`config.mk`:
```
export PLATFORM = sky130hd
export DESIGN_NAME = dbg_trig_seq
export DESIGN_NICKNAME = d
export VERILOG_FILES = /design/src/rtl/dbg_trig_seq.sv
export SDC_FILE = /design/constraint.sdc
export NUM_CORES = 1
export LEC_CHECK = 0
export BUFFER_PORTS_ARGS = -buffer_cell sky130_fd_sc_hd__buf_2
export CELL_PAD_IN_SITES_DETAIL_PLACEMENT = 1
export CELL_PAD_IN_SITES_GLOBAL_PLACEMENT = 2
export CORE_MARGIN = 1.5
export CORE_UTILIZATION = 36
export CTS_CLUSTER_DIAMETER = 30
export DETAILED_ROUTE_END_ITERATION = 8
export PLACE_DENSITY = 0.95
export SETUP_SLACK_MARGIN = 0.05
export SLEW_MARGIN = 15
export SYNTH_ARGS = -nofsm -noshare
export SYNTH_HDL_FRONTEND = slang
export SYNTH_SLANG_ARGS = --single-unit
```
`constraint.sdc`:
```
create_clock -name clk -period 11.03 [get_ports clk]
set_input_delay 1.103 -clock clk [delete_from_list [all_inputs] [get_ports clk]]
set_output_delay 1.103 -clock clk [all_outputs]
set_load 0.01 [all_outputs]
```
`src/rtl/dbg_trig_seq.sv`:
```
module dbg_trig_seq #(
  parameter int NCMP   = 4,
  parameter int PIPE_D = 3
) (
  input  logic                  clk,
  input  logic                  rst_n,
  input  logic                  arm,
  input  logic                  disarm,
  input  logic                  sw_trig,
  input  logic [NCMP-1:0]       cmp_match,
  input  logic [NCMP-1:0]       cmp_tagged,
  input  logic [9*NCMP-1:0]     nxt_cfg,
  input  logic                  insn_bnd,
  input  logic                  pipe_adv,
  input  logic                  pipe_flush,
  input  logic                  brk_en,
  input  logic                  brk_swi_sel,
  input  logic                  brk_ack,
  output logic [2:0]            seq_state,
  output logic                  trace_start,
  output logic                  brk_req,
  output logic                  brk_swi
);
  localparam int CW = 3;

  typedef enum logic [2:0] {
    S_IDLE = 3'd0, S_ST1 = 3'd1, S_ST2 = 3'd2, S_ST3 = 3'd3, S_FIN = 3'd4
  } st_t;

  st_t st, st_nx;
  logic armed, entering, clr;
  logic [NCMP-1:0] pend, frc_new, frc_fire, tag_new, tag_hit, ev;
  logic [NCMP-1:0] tpipe [PIPE_D];
  logic [CW-1:0] tgt;

  assign armed    = (st == S_ST1) || (st == S_ST2) || (st == S_ST3);
  assign clr      = arm | disarm;
  assign frc_new  = cmp_match & ~cmp_tagged & {NCMP{armed}};
  assign frc_fire = pend & {NCMP{insn_bnd}};
  assign tag_new  = cmp_match & cmp_tagged & {NCMP{armed & pipe_adv}};
  assign tag_hit  = tpipe[PIPE_D-1] & {NCMP{pipe_adv & ~pipe_flush}};
  assign ev       = frc_fire | tag_hit;

  always_ff @(posedge clk or negedge rst_n)
    if (!rst_n)   pend <= '0;
    else if (clr) pend <= '0;
    else          pend <= (pend & ~frc_fire) | frc_new;

  for (genvar g = 0; g < PIPE_D; g++) begin : g_tag
    always_ff @(posedge clk or negedge rst_n)
      if (!rst_n)                  tpipe[g] <= '0;
      else if (clr || pipe_flush)  tpipe[g] <= '0;
      else if (pipe_adv) begin
        if (g == 0) tpipe[g] <= tag_new;
        else        tpipe[g] <= tpipe[(g == 0) ? 0 : g-1];
      end
  end

  always_comb begin
    int base;
    logic [CW-1:0] code;
    base = armed ? (int'(st) - 1) * NCMP : 0;
    tgt  = '0;
    for (int c = NCMP-1; c >= 0; c--) begin
      code = nxt_cfg[(base + c)*CW +: CW];
      if (ev[c] && code != '0 && code <= 3'd4) tgt = code;
    end
  end

  always_comb begin
    st_nx = st;
    if (disarm)   st_nx = S_IDLE;
    else if (arm) st_nx = S_ST1;
    else begin
      case (st)
        S_ST1, S_ST2, S_ST3:
          if (sw_trig)         st_nx = S_FIN;
          else if (tgt != '0)  st_nx = st_t'(tgt);
        S_FIN:
          if (!brk_req || brk_ack) st_nx = S_IDLE;
        default: st_nx = st;
      endcase
    end
  end

  assign entering = (st_nx == S_FIN) && (st != S_FIN);

  always_ff @(posedge clk or negedge rst_n)
    if (!rst_n) begin
      st          <= S_IDLE;
      trace_start <= 1'b0;
      brk_req     <= 1'b0;
      brk_swi     <= 1'b0;
    end else begin
      st          <= st_nx;
      trace_start <= entering;
      brk_req     <= entering ? brk_en : (brk_req && st_nx == S_FIN);
      brk_swi     <= entering ? (brk_en & brk_swi_sel) : (brk_swi && st_nx == S_FIN);
    end

  assign seq_state = st;
endmodule


```
==> Implementation_results.wiki <==
{| class="wikitable"
! Metric !! Value
|-
| Run status || complete, no violations
|-
| Xor and xnor area share after synthesis || 2.35%
|-
| Area growth syn-to-layout || 12.8%
|-
| Summed negative setup slack over all endpoints || 0 ns
|-
| Cell types occupying the most area after synthesis || dfrtp_1, mux2i_1, mux4_2
|-
| Initial core utilization || 36.7%
|-
| Nets@finish || 465
|-
| Placer congestion estimate || 0.931
|-
| Horizontal die dimension || 94.0 um
|-
| Global routing usage on met1 || 32.5%
|-
| Number of filler instances in the final layout || 995
|-
| Initial drt markers || 166
|-
| Antenna-violating nets left || 0
|-
| Final min period || 6.49 ns
|-
| First-pass iteration count of the detailed router || 4
|-
| Worst clock skew || 0.00348 ns
|-
| Largest area contributor in the synthesized netlist || dfrtp_1
|-
| Final-report hold violation count || 0
|-
| Total of hold buffers inserted after clock tree synthesis || 0
|-
| # diodes || 0
|-
| Worst vdd rail ir drop || 0.0930 mV
|-
| Clk sinks || 22
|-
| Setup Viol. Count Final || 0
|-
| Buffer depth of the longest clock path || 2
|-
| Placement Cell Area || 3290 um2
|-
| Netlist area before placement || 2980 um2
|-
| Count of state elements after synthesis || 22
|-
| Number of distinct standard cells referenced by the synthesized netlist || 75
|-
| H-tree depth || 1
|-
| Clock buffers created by TritonCTS || 3
|-
| Multi-input combinational cell area || 2270 um2
|-
| Power density cells || 104 nW/um2
|-
| Post-detailed-route via-to-cell ratio || 6.32
|-
| Clk pin slew, worst setup/hold paths || 0.08 ns
|-
| EDFF count, synth || 0
|-
| Relative slew slack || 40.9%
|-
| Utilization after layout || 41.4%
|-
| Die boundary height || 94.0 um
|-
| Die outline area || 8840 um2
|-
| Insertion delay to the later sink of the worst-skew pair || 0.26 ns
|-
| Dominant combinational cell family by area after synthesis || compound AO/OA/AOI/OAI gates
|-
| Maximum fanout encountered on the critical timing path || 25
|-
| Critical path required time || 11.19 ns
|-
| Type of the worst min-delay path || register to register
|-
| Max Fclk || 154 MHz
|-
| Port Buffer Count || 60
|-
| Length in cells of the worst reg-to-reg path || 18
|-
| Fraction of the mapped netlist area in adder cells || 4.87%
|-
| Cell depth of the worst min-delay path || 2
|-
| Critical path type || register to register
|-
| Most used routing layer in global routing || met2
|-
| # Max-Cap Violations || 0
|-
| Portion of the clock cycle consumed by the worst path in the final layout || 58.8%
|-
| Floorplan core area || 8130 um2
|-
| Post-route cell area || 3360 um2
|-
| Multiplexer area fraction after synthesis || 16.4%
|-
| Number of max-slew violations in the final report || 0
|-
| RSZ-0062 raised after global routing || false
|-
| Maximum number of pins on one net before global-route repair || 26
|-
| Part of the Yosys area used for sequential elements || 18.5%
|-
| Met3 track utilization from global routing || 2.91%
|-
| Sequential cell area in the final layout || 551 um2
|-
| Total number of vias || 3177
|-
| Avg Inst Size Synth || 8.35 um2
|-
| Final routed DRC violation total || 0
|-
| Met2 Usage GRT || 39.7%
|-
| Transition time at the pin with the least slew margin || 0.887 ns
|-
| Global routing usage summed across all routing layers || 23.9%
|-
| Grt total ovfl || 0
|-
| Aggregate routed wire length || 10300 um
|-
| Kind of start point of the critical path || register
|-
| Antenna violations before repair || 0
|-
| Share of Yosys cell area claimed by the top area cell type || 18.5%
|-
| I/O Pins || 61
|-
| Number of warnings reported in the yosys synthesis log || 0
|-
| Static leakage || 1.38 nW
|-
| Post-Synth Simple-Gate Area || 25.2%
|-
| First-pass GRT wire length || 16600 um
|-
| Post-synthesis instance total || 357
|-
| Number of nets produced by synthesis || 423
|-
| Final HPWL from detailed placement || 8210 um
|-
| Most used flip-flop cell after synthesis || dfrtp_1
|-
| Root buffer cell || clkbuf_8
|-
| Share of async-settable or async-resettable flops after synthesis || 100%
|-
| Number of global-route vias before repair || 3136
|-
| Area fraction in compound gates after synthesis || 27.2%
|-
| Cell Rows || 33
|-
| Routed length per instance || 20.6 um
|-
| Fraction of final layout cells with drive strength greater than 1 || 24.1%
|-
| Arrival time at the worst endpoint || 6.64 ns
|-
| Crit path capture type || register
|-
| Clock tree from TritonCTS || built
|-
| Post-CTS Setup Bufs || 0
|-
| Resized cells post-CTS || 0
|}
==> state kept, by name (all words and copies together), names as in the netlist <==
signal       count
brk_req          1
brk_swi          1
pend             4
seq_state        3
tpipe           12
trace_start      1
==> metrics by stage <==
stage	power [W]	instances	hold WS [ns]	setup slack (ns)
2_1_floorplan	0.000221	357	0.486	5.71
3_3_place_gp	0.000270	499	0.502	4.72
3_5_place_dp	0.000274	499	0.514	4.52
4_1_cts	0.000349	503	0.536	4.50
5_1_grt	0.000371	503	0.579	3.95
6_report	0.000351	503	0.528	4.54
==> final cells by class <==
cell class	instances	area share, %
clock buffers	3	1.23
clock inverters	1	0.893
inverters	12	1.34
multi-input cells	300	67.3
flip-flops and latches	22	16.4
well taps	105	3.90
repair buffers	60	8.93
==> critical path: stages (launching register included) <==
cell and delay, ns:
dfrtp_1 0.70, inv_1 0.26, ha_1 0.29, nor3_2 0.50
nor2_1 0.29, and2_1 0.28, ha_1 0.29, ha_1 0.87
a211oi_1 0.24, or3_1 0.41, a2111oi_2 0.58, o21ai_1 0.15
o21ai_1 0.24, nor3_1 0.09, o21ai_0 0.25, a311o_1 0.22
nand2_1 0.12, a31o_4 0.28, a2111oi_4 0.31
==> cells in the mapped netlist, types with 4 or more instances <==
cell / number
mux2i_1: 27
nand2b_1: 7
or3_1: 5
nor3_1: 6
o31ai_1: 4
a31oi_1: 6
dfrtp_1: 22
and2_1: 11
clkbuf_1: 11
o21ai_0: 13
nor4_1: 4
nand2_1: 28
ha_1: 10
buf_2: 6
a21oi_1: 15
nor2_1: 31
mux4_2: 9
o21ai_1: 4
and3b_1: 4
inv_1: 10
nand3_1: 15
o211ai_1: 7
nand4_1: 6
xnor2_1: 5
o22ai_1: 6
nor2b_1: 5
a22o_1: 4
==> cell usage in the layout (no fill, tap or decap), drive strengths merged, types with 6 or more instances in the layout <==
master	instances
ha	10
nand2b	8
mux4	9
dfrtp	22
o21ai	17
buf	60
nand3	15
mux2i	27
nand4	6
inv	12
a21oi	16
o22ai	6
o211ai	8
nor3	8
and2	11
a31oi	6
a31o	6
nand2	30
or3	6
nor2	32
==> power breakdown <==
group | switching [W] | total (W) | internal, W
logic | 0.000119 | 0.000192 | 0.0000731
clock network | 0.0000265 | 0.0000750 | 0.0000485
registers | 0.00000234 | 0.0000837 | 0.0000814
total | 0.000148 | 0.000351 | 0.000203
==> metal layers <==
metal / up-vias / part of all wire, %
met5: - / 0
met4: 0 / 2.6
met3: 23 / 6.6
met2: 137 / 47
met1: 1560 / 44
li1: 1457 / -
==> worst paths after layout <==
| check | slack (ns) | startpoint | endpoint |
|---|---|---|---|
| max | 4.54 | seq_state[1] | trace_start |
| min | 0.53 | tpipe[6] | tpipe[6] |
| max reg2reg | 4.54 | seq_state[1] | trace_start |
| min reg2reg | 0.53 | tpipe[6] | tpipe[6] |
| max in group asynchronous | 9.89 | rst_n | seq_state[1] |
| min in group asynchronous | 0.80 | rst_n | tpipe[10] |
==> logic make-up after synthesis <==
logic type | after synthesis
simple gates | 138
compound gates | 106
buf+inv | 35
fa+ha+maj | 11
xor+xnor | 8
flops | 22
mux | 37
Note: power is estimated with default switching activity, not from simulation.
